`src/rtl/sqarb_pkg.sv`:
```
package sqarb_pkg;

  // Strobes from the selection control to the record datapath, one per thread.
  typedef struct packed {
    logic fire;     // an event was honoured for this thread
    logic branch;   // cause: branch mispredict
    logic memOrd;   // cause: memory ordering violation
    logic ldBlk;    // cause: blocked load not yet handled
  } sqStrobeT;

  typedef enum logic [1:0] {
    CAUSE_NONE   = 2'd0,
    CAUSE_BRANCH = 2'd1,
    CAUSE_MEMORD = 2'd2,
    CAUSE_LDBLK  = 2'd3
  } causeT;

endpackage

```
`src/rtl/squash_ctrl.sv`:
```
module squash_ctrl
  import sqarb_pkg::*;
#(
  parameter int LANES   = 4,
  parameter int THREADS = 2,
  parameter int TID_W   = 1
) (
  input  logic                       clk,
  input  logic                       rst,
  input  logic [LANES-1:0]           laneValid,
  input  logic [LANES*TID_W-1:0]     laneTid,
  input  logic [LANES-1:0]           laneMispred,
  input  logic [LANES-1:0]           laneMemViol,
  input  logic [LANES-1:0]           laneLdBlocked,
  input  logic [LANES-1:0]           laneLdHandled,
  output sqStrobeT [THREADS-1:0]     strobe,
  output logic [THREADS*LANES-1:0]   laneSel
);

  causeT laneCause [LANES];
  logic [LANES-1:0] laneEvt;

  // Per-lane cause decode with fixed priority and valid gating.
  for (genvar l = 0; l < LANES; l++) begin : g_lane
    always_comb begin
      if (!laneValid[l])                             laneCause[l] = CAUSE_NONE;
      else if (laneMispred[l])                       laneCause[l] = CAUSE_BRANCH;
      else if (laneMemViol[l])                       laneCause[l] = CAUSE_MEMORD;
      else if (laneLdBlocked[l] && !laneLdHandled[l]) laneCause[l] = CAUSE_LDBLK;
      else                                           laneCause[l] = CAUSE_NONE;
    end
    assign laneEvt[l] = (laneCause[l] != CAUSE_NONE);
  end

  // Per-thread oldest-first selection; redirTaken starts clear each group.
  for (genvar t = 0; t < THREADS; t++) begin : g_thr
    logic redirTaken;
    logic [LANES-1:0] pick;
    sqStrobeT st;

    always_comb begin
      redirTaken = 1'b0;
      pick       = '0;
      st         = '0;
      for (int l = 0; l < LANES; l++) begin
        if (!redirTaken && laneEvt[l] &&
            (laneTid[l*TID_W +: TID_W] == TID_W'(t))) begin
          redirTaken = 1'b1;
          pick[l]    = 1'b1;
          st.fire    = 1'b1;
          st.branch  = (laneCause[l] == CAUSE_BRANCH);
          st.memOrd  = (laneCause[l] == CAUSE_MEMORD);
          st.ldBlk   = (laneCause[l] == CAUSE_LDBLK);
        end
      end
    end

    assign strobe[t]                     = st;
    assign laneSel[t*LANES +: LANES]     = pick;

    // at most one lane chosen per thread per group
    assert_one_winner_R3: assert property (@(posedge clk) disable iff (rst)
      $onehot0(laneSel[t*LANES +: LANES]));

    // a fired strobe names exactly one cause
    assert_single_cause_R5: assert property (@(posedge clk) disable iff (rst)
      strobe[t].fire |-> $onehot({strobe[t].branch, strobe[t].memOrd, strobe[t].ldBlk}));

    // a chosen lane is always a valid one
    assert_valid_lane_R11: assert property (@(posedge clk) disable iff (rst)
      ((laneSel[t*LANES +: LANES] & ~laneValid) == '0));
  end

endmodule

```
`src/rtl/squash_dp.sv`:
```
module squash_dp
  import sqarb_pkg::*;
#(
  parameter int LANES      = 4,
  parameter int THREADS    = 2,
  parameter int SEQ_W      = 16,
  parameter int PC_W       = 32,
  parameter int INST_BYTES = 4,
  parameter int CNT_W      = 16
) (
  input  logic                       clk,
  input  logic                       rst,
  input  sqStrobeT [THREADS-1:0]     strobe,
  input  logic [THREADS*LANES-1:0]   laneSel,
  input  logic [LANES*SEQ_W-1:0]     laneSeq,
  input  logic [LANES*PC_W-1:0]      lanePc,
  input  logic [LANES*PC_W-1:0]      laneNextPc,
  input  logic [LANES-1:0]           lanePredTaken,
  output logic [THREADS-1:0]         sqValid,
  output logic [THREADS*SEQ_W-1:0]   sqSeq,
  output logic [THREADS*PC_W-1:0]    sqMispredPc,
  output logic [THREADS*PC_W-1:0]    sqNextPc,
  output logic [THREADS-1:0]         sqMispredict,
  output logic [THREADS-1:0]         sqTaken,
  output logic [THREADS-1:0]         sqIncludeSelf,
  output logic [LANES-1:0]           ldHandledSet,
  output logic [CNT_W-1:0]           takenWrongCnt,
  output logic [CNT_W-1:0]           notTakenWrongCnt
);

  localparam int INC_W = $clog2(THREADS + 1);
  localparam logic [PC_W-1:0] STEP = PC_W'(INST_BYTES);

  logic [THREADS-1:0] branchPredTaken;
  logic [THREADS-1:0] branchPredNot;

  for (genvar t = 0; t < THREADS; t++) begin : g_rec
    logic [SEQ_W-1:0] selSeq;
    logic [PC_W-1:0]  selPc, selNext;
    logic             selPt;
    logic             validQ, mispQ, takenQ, inclQ;
    logic [SEQ_W-1:0] seqQ;
    logic [PC_W-1:0]  mpPcQ, nextQ;

    // AND-OR mux driven by the one-hot lane select
    always_comb begin
      selSeq  = '0;
      selPc   = '0;
      selNext = '0;
      selPt   = 1'b0;
      for (int l = 0; l < LANES; l++) begin
        if (laneSel[t*LANES + l]) begin
          selSeq  = selSeq  | laneSeq[l*SEQ_W +: SEQ_W];
          selPc   = selPc   | lanePc[l*PC_W +: PC_W];
          selNext = selNext | laneNextPc[l*PC_W +: PC_W];
          selPt   = selPt   | lanePredTaken[l];
        end
      end
    end

    assign branchPredTaken[t] = strobe[t].fire && strobe[t].branch && selPt;
    assign branchPredNot[t]   = strobe[t].fire && strobe[t].branch && !selPt;

    always_ff @(posedge clk) begin
      if (rst) begin
        validQ <= 1'b0;
        mispQ  <= 1'b0;
        takenQ <= 1'b0;
        inclQ  <= 1'b0;
        seqQ   <= '0;
        mpPcQ  <= '0;
        nextQ  <= '0;
      end else begin
        validQ <= strobe[t].fire;
        if (strobe[t].fire) begin
          seqQ  <= selSeq;
          mispQ <= strobe[t].branch;
          inclQ <= strobe[t].ldBlk;
          if (strobe[t].branch) begin
            mpPcQ  <= selPc;
            nextQ  <= selNext;
            takenQ <= (selNext != (selPc + STEP));
          end else if (strobe[t].memOrd) begin
            mpPcQ  <= '0;
            nextQ  <= selNext;
            takenQ <= 1'b0;
          end else begin
            mpPcQ  <= '0;
            nextQ  <= selPc;
            takenQ <= 1'b0;
          end
        end
      end
    end

    assign sqValid[t]                  = validQ;
    assign sqSeq[t*SEQ_W +: SEQ_W]     = seqQ;
    assign sqMispredPc[t*PC_W +: PC_W] = mpPcQ;
    assign sqNextPc[t*PC_W +: PC_W]    = nextQ;
    assign sqMispredict[t]             = mispQ;
    assign sqTaken[t]                  = takenQ;
    assign sqIncludeSelf[t]            = inclQ;

    // a record only follows a group that fired for this thread
    assert_record_follows_R2: assert property (@(posedge clk) disable iff (rst)
      sqValid[t] |-> $past(strobe[t].fire));

    // self-including squash never claims to be a mispredict
    assert_incl_not_branch_R9: assert property (@(posedge clk) disable iff (rst)
      (sqValid[t] && sqIncludeSelf[t]) |-> (!sqMispredict[t] && !sqTaken[t]));

    // taken flag only accompanies a mispredict
    assert_taken_branch_R7: assert property (@(posedge clk) disable iff (rst)
      (sqValid[t] && sqTaken[t]) |-> sqMispredict[t]);
  end

  // Handled strobe back to the load queue
  logic [LANES-1:0] handledNext;
  always_comb begin
    handledNext = '0;
    for (int t = 0; t < THREADS; t++) begin
      if (strobe[t].fire && strobe[t].ldBlk)
        handledNext = handledNext | laneSel[t*LANES +: LANES];
    end
  end

  // Mispredict counters
  logic [INC_W-1:0] incTaken, incNot;
  always_comb begin
    incTaken = '0;
    incNot   = '0;
    for (int t = 0; t < THREADS; t++) begin
      incTaken = incTaken + INC_W'(branchPredTaken[t]);
      incNot   = incNot   + INC_W'(branchPredNot[t]);
    end
  end

  always_ff @(posedge clk) begin
    if (rst) begin
      ldHandledSet     <= '0;
      takenWrongCnt    <= '0;
      notTakenWrongCnt <= '0;
    end else begin
      ldHandledSet     <= handledNext;
      takenWrongCnt    <= takenWrongCnt + CNT_W'(incTaken);
      notTakenWrongCnt <= notTakenWrongCnt + CNT_W'(incNot);
    end
  end

  // counters move only together with a mispredict record
  assert_cnt_taken_R10: assert property (@(posedge clk) disable iff (rst)
    (takenWrongCnt != $past(takenWrongCnt)) |-> |(sqValid & sqMispredict));

  assert_cnt_not_taken_R10: assert property (@(posedge clk) disable iff (rst)
    (notTakenWrongCnt != $past(notTakenWrongCnt)) |-> |(sqValid & sqMispredict));

  // a handled strobe comes with a self-including record
  assert_handled_pair_R9: assert property (@(posedge clk) disable iff (rst)
    (|ldHandledSet) |-> |(sqValid & sqIncludeSelf));

  assert_handled_count_R9: assert property (@(posedge clk) disable iff (rst)
    $countones(ldHandledSet) <= $countones(sqValid & sqIncludeSelf));

endmodule

```
`src/rtl/exec_squash_arbiter.sv`:
```
module exec_squash_arbiter
  import sqarb_pkg::*;
#(
  parameter int LANES      = 4,
  parameter int THREADS    = 2,
  parameter int SEQ_W      = 16,
  parameter int PC_W       = 32,
  parameter int INST_BYTES = 4,
  parameter int CNT_W      = 16,
  localparam int TID_W     = (THREADS > 1) ? $clog2(THREADS) : 1
) (
  input  logic                     clk,
  input  logic                     rst,
  input  logic [LANES-1:0]         laneValid,
  input  logic [LANES*TID_W-1:0]   laneTid,
  input  logic [LANES*SEQ_W-1:0]   laneSeq,
  input  logic [LANES*PC_W-1:0]    lanePc,
  input  logic [LANES*PC_W-1:0]    laneNextPc,
  input  logic [LANES-1:0]         laneMispred,
  input  logic [LANES-1:0]         lanePredTaken,
  input  logic [LANES-1:0]         laneMemViol,
  input  logic [LANES-1:0]         laneLdBlocked,
  input  logic [LANES-1:0]         laneLdHandled,
  output logic [THREADS-1:0]       sqValid,
  output logic [THREADS*SEQ_W-1:0] sqSeq,
  output logic [THREADS*PC_W-1:0]  sqMispredPc,
  output logic [THREADS*PC_W-1:0]  sqNextPc,
  output logic [THREADS-1:0]       sqMispredict,
  output logic [THREADS-1:0]       sqTaken,
  output logic [THREADS-1:0]       sqIncludeSelf,
  output logic [LANES-1:0]         ldHandledSet,
  output logic [CNT_W-1:0]         takenWrongCnt,
  output logic [CNT_W-1:0]         notTakenWrongCnt
);

  sqStrobeT [THREADS-1:0]     strobe;
  logic [THREADS*LANES-1:0]   laneSel;

  squash_ctrl #(
    .LANES(LANES), .THREADS(THREADS), .TID_W(TID_W)
  ) u_ctrl (
    .clk(clk), .rst(rst),
    .laneValid(laneValid), .laneTid(laneTid),
    .laneMispred(laneMispred), .laneMemViol(laneMemViol),
    .laneLdBlocked(laneLdBlocked), .laneLdHandled(laneLdHandled),
    .strobe(strobe), .laneSel(laneSel)
  );

  squash_dp #(
    .LANES(LANES), .THREADS(THREADS), .SEQ_W(SEQ_W), .PC_W(PC_W),
    .INST_BYTES(INST_BYTES), .CNT_W(CNT_W)
  ) u_dp (
    .clk(clk), .rst(rst),
    .strobe(strobe), .laneSel(laneSel),
    .laneSeq(laneSeq), .lanePc(lanePc), .laneNextPc(laneNextPc),
    .lanePredTaken(lanePredTaken),
    .sqValid(sqValid), .sqSeq(sqSeq), .sqMispredPc(sqMispredPc),
    .sqNextPc(sqNextPc), .sqMispredict(sqMispredict), .sqTaken(sqTaken),
    .sqIncludeSelf(sqIncludeSelf), .ldHandledSet(ldHandledSet),
    .takenWrongCnt(takenWrongCnt), .notTakenWrongCnt(notTakenWrongCnt)
  );

endmodule

```
`config.mk`:
```
export PLATFORM = sky130hd
export DESIGN_NAME = exec_squash_arbiter
export DESIGN_NICKNAME = d
export VERILOG_FILES = /design/src/rtl/sqarb_pkg.sv /design/src/rtl/squash_ctrl.sv /design/src/rtl/squash_dp.sv /design/src/rtl/exec_squash_arbiter.sv
export SDC_FILE = /design/constraint.sdc
export NUM_CORES = 1
export LEC_CHECK = 0
export BUFFER_PORTS_ARGS = -buffer_cell sky130_fd_sc_hd__buf_2
export CAP_MARGIN = 40
export CORE_AREA = 3 3 212 214
export DETAILED_ROUTE_END_ITERATION = 6
export DIE_AREA = 0 0 215 217
export PLACE_DENSITY = 0.64
export SETUP_SLACK_MARGIN = 0.4
export SLEW_MARGIN = 20
export SYNTH_ARGS = -nofsm -noshare
export SYNTH_HDL_FRONTEND = slang
export SYNTH_HIERARCHICAL = 1
export SYNTH_SLANG_ARGS = --single-unit
```
`constraint.sdc`:
```
create_clock -name clk -period 5.8 [get_ports clk]
set_input_delay 0.87 -clock clk [delete_from_list [all_inputs] [get_ports clk]]
set_output_delay 0.87 -clock clk [all_outputs]
set_load 0.02 [all_outputs]
```
==> results of run 1 <==
## worst max-delay path: stages
cell and delay [ns]:
buf_2 0.13, nor2_1 0.17, a211o_1 0.26, nor4b_4 0.77, buf_4 0.45, a22oi_1 0.18
a22oi_1 0.38, nand4_1 0.39, nor3_1 0.60, mux2i_1 0.27, a32oi_1 0.08, a2111oi_0 0.45
a21oi_1 0.13
## registers in the layout, indices dropped and copies added, names as in the netlist
signal	count
u_dp/g_rec.mpPcQ	64
u_dp/ldHandledSet	4
u_dp/g_rec.nextQ	64
u_dp/g_rec.takenQ	2
u_dp/g_rec.mispQ	2
u_dp/g_rec.seqQ	32
u_dp/notTakenWrongCnt	16
u_dp/takenWrongCnt	16
u_dp/g_rec.inclQ	2
u_dp/g_rec.validQ	2
## where the power goes
group	switching (mW)	internal, mW
clock	0.659	0.997
sequential	0.0566	1.50
combinational	1.13	0.551
total	1.84	3.05
## through the flow
step	util, %	area [um^2]
after global placement	40.4	17400
after CTS	42.4	18300
after floorplan	-	14200
final	42.5	18300
after detailed placement	40.5	17400
after global routing	42.5	18300
## per-layer routing
| layer | routed length, um | track usage (%) |
|---|---|---|
| met1 | 34900 | 45.7 |
| met2 | 38000 | 54.3 |
| met3 | 7360 | 6.58 |
| met4 | 2880 | 10.1 |
| met5 | 9 | 0 |
## cell families after synthesis
logic type / count (synthesis) / synth area share (%)
AND/OR/NAND/NOR: 603 / 20.2
adder cells (fa/ha/maj): 6 / 0.633
flip-flops: 204 / 28.7
AO/OA/AOI/OAI: 651 / 35.4
XOR/XNOR: 98 / 6.03
buffers and inverters: 168 / 6.08
multiplexers: 41 / 2.94
## cells in the final DEF, fill, tap and decap left out, drive strengths merged, types with 6 or more instances in the layout
master,instances
a2111oi,6
a211oi,13
a21oi,67
a221oi,31
a22o,45
a22oi,324
a311oi,58
a31oi,7
a32oi,7
and2,13
and3,16
and4,8
buf,610
clkbuf,31
dfxtp,204
diode,9
inv,9
mux2i,38
nand2,156
nand2b,12
nand3,33
nand4,28
nor2,265
nor2b,12
nor3,14
nor4,12
o211ai,7
o21ai,37
or2,6
xnor2,51
xor2,47
## worst max-delay path by stage
stage / startpoint / endpoint / slack [ns] / cells past startpoint
2_1_floorplan: laneLdHandled[1] / u_dp/takenWrongCnt[15] / 1.37 / 18
3_3_place_gp: laneLdBlocked[3] / u_dp/g_rec[0].takenQ / 0.72 / 13
3_5_place_dp: laneMemViol[2] / u_dp/g_rec[0].takenQ / 0.66 / 13
4_1_cts: laneMemViol[2] / u_dp/g_rec[0].takenQ / 1.21 / 13
5_1_grt: laneLdBlocked[3] / u_dp/g_rec[0].takenQ / 0.81 / 13
6_report: laneMemViol[2] / u_dp/g_rec[0].takenQ / 1.08 / 13
## cell type report
class,instances,area (um^2)
Inverter,9,33.8
Fill cell,4431,24800
Clock buffer,31,711
Multi-Input combinational cell,1399,9330
Timing Repair Buffer,610,3260
Antenna cell,9,22.5
Clock inverter,10,138
Sequential cell,204,4080
Tap cell,585,732
==> results.md, run 1 <==
* GP Congestion at 1.06
* Vias at 17600
* First-pass GRT wire length at 118 mm
* Final worst path period share at 81.5%
* Clk sinks at 204
* CP startpoint kind: input pin
* Clock transition at path regs at 0.06 ns
* Clk_skew at 0.00482 ns
* Synth Register Bits at 204
* Area Overhead vs Synth at 28.7%
* Vert. Die Dim at 217 um
* Unique masters post-synth at 96
* Die area at 46700 um^2
* Hpwl dp at 66.1 mm
* RR Endpoint: u_dp/g_rec[1].takenQ
* Final #Nets at 2606
* Post-Syn Instances at 1771
* Setup Total Neg Slack at 0 ns
* Post-synth net total at 2127
* Worst Hold End: u_dp/g_rec[1].nextQ[0]
* Worst Path Class, Setup: in -> reg
* Post-CTS sizing at 0
* Starting DRT DRC Count at 2319
* Post-synth EDFFs at 0
* Crit Reg-Reg Startpoint: u_dp/g_rec[1].takenQ
* Leak at 8.00 nW
* Max-Cap Viols at 0
* RSZ-0062 raised after global routing: no
* Synth Cell Area at 14200 um^2
* Vias per cell at 6.17
* Power Total at 4.89 mW
* Clock tree root buffer cell: clkbuf_16
* Initial Util at 33.0%
* Worst Path Arrival at 5.14 ns
* Share of synthesized flip-flops with an asynchronous set or reset at 0%
* Area leader, netlist: dfxtp_1
* Num CTS Buffers at 26
* Syn_area_per_cell at 8.03 um^2
* Post-Route WL at 83.2 mm
* Min cycle time layout at 4.72 ns
* Remaining DRCs at 0
* Avg WL per Cell at 29.1 um
* Die W at 215 um
* Max_slew headroom at 38.4%
* R2R Setup Slk at 3.73 ns
* CP Capture Type: flop
* HP Start: u_dp/g_rec[1].nextQ[0]
* Worst hold path class: reg -> reg
* Pwr/cell area at 267 nW/um^2
* Most common cell in the synthesized netlist: a22oi_1
* Setup violators final at 0
* Max Slew Vio Count at 0
* Crit Path Max Fanout at 24
* PortBufs at 553
* Core area at 43100 um^2
* Reg2Reg Depth at 7
* Top cells by count, synth: a22oi_1 (310), nor2_1 (263), dfxtp_1 (204), nand2_1 (153), clkbuf_1 (79)
* GRT Total Usage at 33.6%
* TritonRoute pass-1 iters at 7
* YS warnings at 6
* Vias in the first global route at 16500
* Critical Path RT at 6.22 ns
* Hold-critical path depth at 2
* Largest net degree at the start of global routing at 114
* Remaining antenna violation count at 0
* Post-synthesis sequential area ratio at 28.7%
* Placed insts at 2806
* Final Hold Viols at 0
* FMAX at 212 MHz
* Synth top area cells: dfxtp_1 (29%), a22oi_1 (16%), nor2_1 (6.9%)
* Final WS setup at 1.08 ns
* Outcome: complete, no violations
* Non-filler cells, final at 2857
* CTS tree: built
* Worst slack at placement at 0.663 ns
* Ys flop type: dfxtp_1
* Layout cells sized above 1 at 31.6%
* Final hold slack at 0.464 ns
* Hold Buf Count CTS at 0
* Clock Latency Late Sink at 0.54 ns
* H-tree levels at 1
* Worst Tran Pin Value at 0.917 ns
* VDD IR-drop max at 205 uV
* Io pins at 554
* Grt ovf at 0
* Cell row count at 76
* Setup Fix Bufs, Post-CTS at 0
* Initial antenna violation count at 9
* Yosys top cell area share at 28.7%
* Maximum clock path buffer count at 3
(Power assumes the default switching activity.)
==> run 2: changes to the inputs <==
- ABC_AREA: not set -> 1
- CORE_AREA: 3 3 212 214 -> 3 3 218 220
- DIE_AREA: 0 0 215 217 -> 0 0 221 223
- PLACE_DENSITY: 0.64 -> 0.67
- clock period: 5.8 -> 4.7 ns (I/O delays scaled with it)
==> run 2 against run 1 <==
Net effect:
- via count increased by 22%
- clock-buffer cell count increased by 5
- clock skew increased by 0.025 ns
- final cell count increased by 43%
- clock power increased by 17%
- largest cell class unchanged
- flip-flop and latch count unchanged
- die area increased by 5.6%
- first-iteration DRC count increased by 14%
- highest routed layer unchanged
- worst hold slack got worse by 0.011 ns
- area after synthesis increased by 16%
- combinational power increased by 29%
- critical path depth increased by 11
==> results.md, run 2 <==
* Outcome: complete, no violations
* Yosys top cell area share at 25.4%
* Post-Syn Instances at 2956
* Synth top area cells: nand2_1 (25%), dfxtp_1 (25%), inv_1 (9.4%)
* Hold-critical path depth at 3
* Crit Reg-Reg Startpoint: u_dp/takenWrongCnt[0]
* Io pins at 554
* Setup Total Neg Slack at 0 ns
* Num CTS Buffers at 25
* Vert. Die Dim at 223 um
* Worst hold path class: in -> reg
* Die W at 221 um
* Ys flop type: dfxtp_1
* RSZ-0062 raised after global routing: no
* Synth Register Bits at 204
* Design area at 20700 um^2
* PortBufs at 553
* Final cell utilization of the core at 45.5%
* Cell row count at 78
* Min cycle time layout at 3.73 ns
* Vias at 21600
* Initial Util at 36.4%
* Avg WL per Cell at 22.2 um
* Area Overhead vs Synth at 25.0%
* Syn_area_per_cell at 5.60 um^2
* RR Endpoint: u_dp/takenWrongCnt[15]
* Critical path capture point: u_dp/takenWrongCnt[15]
* Unique masters post-synth at 47
* Setup violators final at 0
* Clk sinks at 204
* Starting DRT DRC Count at 2634
* Most common cell in the synthesized netlist: nand2_1
* Clk_skew at 0.0301 ns
* Clock Latency Late Sink at 0.57 ns
* Post-CTS sizing at 0
* Worst Path Arrival at 4.16 ns
* Share of synthesized flip-flops with an asynchronous set or reset at 0%
* Post-synthesis sequential area ratio at 24.7%
* Pwr/cell area at 292 nW/um^2
* CP startpoint kind: input pin
* Final-layout fill cell count at 5094
* Remaining DRCs at 0
* Worst Tran Pin Value at 0.932 ns
* Worst Path Class, Setup: in -> reg
* H-tree levels at 1
* First-pass GRT wire length at 128 mm
* Clock tree root buffer cell: clkbuf_16
* Leak at 11.1 nW
* Crit Path Max Fanout at 5
* Crit path from: laneMispred[1]
* GRT Total Usage at 34.4%
* Core area at 45500 um^2
* Top Registers: u_dp/g_rec.mpPcQ x64, u_dp/g_rec.nextQ x64, u_dp/g_rec.seqQ x32
* Setup Fix Bufs, Post-CTS at 0
* Final #Nets at 3808
* Final hold slack at 0.453 ns
* Max Slew Vio Count at 0
* Post-synth net total at 3312
* CP Capture Type: flop
* Final Hold Viols at 0
* VDD IR-drop max at 259 uV
* Die area at 49300 um^2
* TritonRoute pass-1 iters at 6
* DP Area at 19800 um^2
* CTS tree: built
* Hpwl dp at 71.6 mm
* FMAX at 268 MHz
* Final worst path period share at 79.3%
* GP Congestion at 1.01
* Remaining antenna violation count at 0
* YS warnings at 6
* Most frequent cells in the layout: nand2_1 (1118), buf_2 (552), inv_1 (409)
* Area leader, netlist: nand2_1
* Clock transition at path regs at 0.06 ns
* Max-Cap Viols at 0
* Post-Route WL at 90.8 mm
* Reg2Reg Depth at 12
* Layout cells sized above 1 at 21.9%
* Synth Cell Area at 16500 um^2
* R2R Setup Slk at 2.17 ns
* Commonest non-fill, non-tap cell in the layout: nand2_1
* Top cells by count, synth: nand2_1 (1120), inv_1 (414), nor2_1 (269), dfxtp_1 (204), o21ai_0 (203)
* Post-synth EDFFs at 0
* Max_slew headroom at 37.9%
* Vias in the first global route at 19300
* Largest net degree at the start of global routing at 79
* Grt ovf at 0
* Maximum clock path buffer count at 3
* Vias per cell at 5.28
* Critical Path RT at 5.13 ns
* Initial antenna violation count at 15
* Hold Buf Count CTS at 0
## run 2: metal layers
layer  track usage [%]  vias up  wire (um)
met2              51.5     1278      38100
li1                  -    10300          -
met4              12.6        2       3750
met1              47.8     9773      38300
met3              8.68      193      10600
met5                 0        -          9
## run 2: cells by family after synthesis
logic type               after synthesis  synth area share [%]
XOR/XNOR                              22                  1.25
flip-flops                           204                  24.7
adder cells (fa/ha/maj)                6                 0.544
buffers and inverters                572                  14.5
AND/OR/NAND/NOR                     1612                  40.0
AO/OA/AOI/OAI                        540                  19.0
## run 2: worst min-delay path by stage
| stage | start | to | slack [ns] |
|---|---|---|---|
| finish | laneSeq[26] | u_dp/g_rec[0].seqQ[10] | 0.45 |
| CTS | laneSeq[12] | u_dp/g_rec[0].seqQ[12] | 0.42 |
| global placement | u_dp/g_rec[0].inclQ | u_dp/g_rec[0].inclQ | 0.45 |
| global route | laneSeq[26] | u_dp/g_rec[0].seqQ[10] | 0.45 |
| detailed placement | u_dp/g_rec[0].mpPcQ[22] | u_dp/g_rec[0].mpPcQ[22] | 0.45 |
| floorplan | u_dp/g_rec[0].inclQ | u_dp/g_rec[0].inclQ | 0.44 |
## run 2: worst max-delay path, stage by stage
cell and delay, ns:
buf_2 0.09, inv_1 0.09, a31oi_2 0.17, nand2_2 0.16
nand2_1 0.08, a21oi_2 0.22, nand2_1 0.13, nor2_4 0.13
inv_2 0.05, o21ai_0 0.22, inv_1 0.07, nor2_1 0.14
fa_1 0.29, nand3_1 0.14, nor3_1 0.20, nand2_1 0.08
inv_1 0.09, nand2_1 0.05, nor2_1 0.13, nand2_1 0.10
nor3_1 0.40, nand4_1 0.17, xor2_1 0.17, nor2_1 0.05
## run 2: power breakdown
| group | total, mW | internal, mW | switching (mW) |
|---|---|---|---|
| Sequential | 1.93 | 1.85 | 0.0767 |
| Combinational | 2.16 | 0.637 | 1.53 |
| Clock | 1.94 | 1.11 | 0.831 |
## run 2: layout make-up
class	instances	area [um^2]	area share [%]
diodes	16	40.0	0.194
inverters	429	1610	7.79
well taps	600	751	3.63
clock inverters	8	81.3	0.393
multi-input cells	2180	10100	48.9
flip-flops and latches	204	4080	19.7
repair buffers	612	3290	15.9
clock buffers	36	717	3.47
## run 2: metrics by stage
| stage | setup WS (ns) | cells | power (mW) |
|---|---|---|---|
| 6_report | 0.972 | 4085 | 6.04 |
| 5_1_grt | 0.474 | 4080 | 6.28 |
| 4_1_cts | 1.01 | 4069 | 5.99 |
| 3_5_place_dp | 0.451 | 4025 | 4.05 |
| 3_3_place_gp | 0.479 | 4022 | 4.04 |
| 2_1_floorplan | 0.725 | 2956 | 3.16 |
==> run 3: changes to the inputs <==
- clock period: 4.7 -> 3.75 ns (I/O delays scaled with it)
==> run 3 against run 2 <==
Net effect:
- register-to-register slack got worse by 0.72 ns
- sequential power is 25% higher
- sequential share of layout area down 1.6 points
- worst setup slack got worse by 0.45 ns
- routed wire length fell by 1.3%
- critical path depth rose by 4
- combinational power is 36% higher
- clock skew is 0.024 ns lower
- clock power grew 40%
- highest routed layer unchanged
==> results.md, run 3 (synthesis gave the netlist of run 2 again) <==
* Remaining antenna violation count at 0
* Clk sinks at 204
* Vias in the first global route at 19700
* Largest net degree at the start of global routing at 79
* Area Overhead vs Synth at 36.1%
* VDD IR-drop max at 328 uV
* Starting DRT DRC Count at 2467
* Initial Util at 36.4%
* CP startpoint kind: input pin
* Setup violators final at 0
* Reg2Reg Depth at 14
* FMAX at 310 MHz
* Critical Path RT at 4.19 ns
* Most frequent cells in the layout: nand2_1 (1107), buf_2 (551), inv_1 (402)
* Top Registers: u_dp/g_rec.mpPcQ x64, u_dp/g_rec.nextQ x64, u_dp/g_rec.seqQ x32
* Initial antenna violation count at 21
* Setup Total Neg Slack at 0 ns
* Max_slew headroom at 44.0%
* Io pins at 554
* Remaining DRCs at 0
* CP Capture Type: flop
* Clk_skew at 0.00566 ns
* Final Hold Viols at 0
* Crit Path Max Fanout at 5
* Vias per cell at 5.16
* Die W at 221 um
* Cell row count at 78
* Worst Path Class, Setup: in -> reg
* Leak at 12.1 nW
* Grt ovf at 0
* Max Slew Vio Count at 0
* First-pass GRT wire length at 127 mm
* Commonest non-fill, non-tap cell in the layout: nand2_1
* Final worst path period share at 86.1%
* Pwr/cell area at 358 nW/um^2
* Vert. Die Dim at 223 um
* Die area at 49300 um^2
* Min cycle time layout at 3.23 ns
* Core area at 45500 um^2
* TritonRoute pass-1 iters at 6
* GP Congestion at 1.03
* CTS tree: built
* Max-Cap Viols at 0
* Final-layout fill cell count at 4872
* Clock transition at path regs at 0.06 ns
* Clock tree root buffer cell: clkbuf_16
* Layout cells sized above 1 at 27.1%
* Hold-critical path depth at 3
* Vias at 22000
* Worst hold path class: in -> reg
* Worst Path Arrival at 3.67 ns
* Worst Tran Pin Value at 0.840 ns
* R2R Setup Slk at 1.45 ns
* Post-Route WL at 89.6 mm
* H-tree levels at 1
* PortBufs at 553
* Clock Latency Late Sink at 0.55 ns
* GRT Total Usage at 33.9%
* Avg WL per Cell at 21.0 um
* Final #Nets at 3982
* Num CTS Buffers at 26
* Outcome: complete, no violations
* RSZ-0062 raised after global routing: yes
* Hpwl dp at 72.2 mm
* Maximum clock path buffer count at 3
* Power Total at 8.06 mW
==> run 3: cell count changes in the layout (fill, tap and decap cells not counted), moves of 4 or more <==
cell,previous run,this run
buf_4,54,217
nor2_1,266,252
nand2_1,1118,1107
nor2_2,24,35
buf_12,4,13
inv_1,409,402
nand2_2,27,34
nor2_4,20,24
==> run 3: layout make-up <==
class	count	area (um^2)	area share [%]
antenna	14	35.0	0.156
clock buffer	36	769	3.42
multi-input combinational	2181	10400	46.1
tap	600	751	3.33
clock inverter	10	163	0.722
timing repair buffer	784	4690	20.8
sequential	204	4080	18.1
inverter	429	1640	7.28
==> run 3: final timing paths <==
path / endpoint / from
hold / removal: u_dp/g_rec[1].seqQ[7] / laneSeq[23]
setup reg to reg: u_dp/notTakenWrongCnt[14] / u_dp/notTakenWrongCnt[0]
setup / recovery: u_dp/notTakenWrongCnt[14] / laneLdHandled[0]
hold reg to reg: u_dp/g_rec[0].mpPcQ[30] / u_dp/g_rec[0].mpPcQ[30]
==> run 3: report_power, final <==
group	switching, mW	internal (mW)	total (mW)
Clock	1.02	1.70	2.72
Combinational	1.94	0.988	2.93
Sequential	0.0945	2.32	2.42
==> run 3: repair_timing <==
item | 4_1_cts | 5_1_grt
hold buffers | 0 | 0
resized for setup | 0 | 53
endpoints found under the setup margin | 0 | 10
setup buffers | 0 | 11
endpoints found under the hold margin | 0 | 0
==> run 3: critical path, cell delays in order <==
cell      delay [ns]
buf_4           0.12
clkinv_4        0.04
nand2_4         0.04
a31oi_4         0.17
buf_12          0.16
nand2_8         0.07
inv_6           0.08
nor2_4          0.03
inv_2           0.07
o22ai_2         0.09
a21oi_2         0.13
buf_4           0.13
o21ai_4         0.06
nor2_4          0.11
fa_2            0.27
ha_4            0.15
nand2_2         0.05
nor2_2          0.11
inv_2           0.05
nor2_2          0.11
nand2_1         0.07
nor2_2          0.13
nand2_2         0.10
nor4_4          0.32
nand3_2         0.12
nor2_2          0.14
buf_4           0.12
a21oi_2         0.04
==> run 3: through the flow <==
step                instances  instance area, um^2  setup WS, ns  utilization, %  hold slack (ns)
floorplan                2956                16700         0.245               -            0.441
global placement         4185                21200       -0.0213            46.6            0.451
detailed placement       4186                21200       -0.0344            46.7            0.454
CTS                      4232                22200         0.532            48.7            0.305
global route             4255                22500         0.323            49.5            0.315
finish                   4258                22500         0.522            49.5            0.323
==> run 3: routing by layer <==
metal	global-route usage [%]	part of all wire, %	vias to the layer above
met4	12.6	4.1	4
li1	-	-	10700
met1	45.1	42	9923
met5	0	0.030	-
met3	10.6	11	181
met2	51.6	43	1199
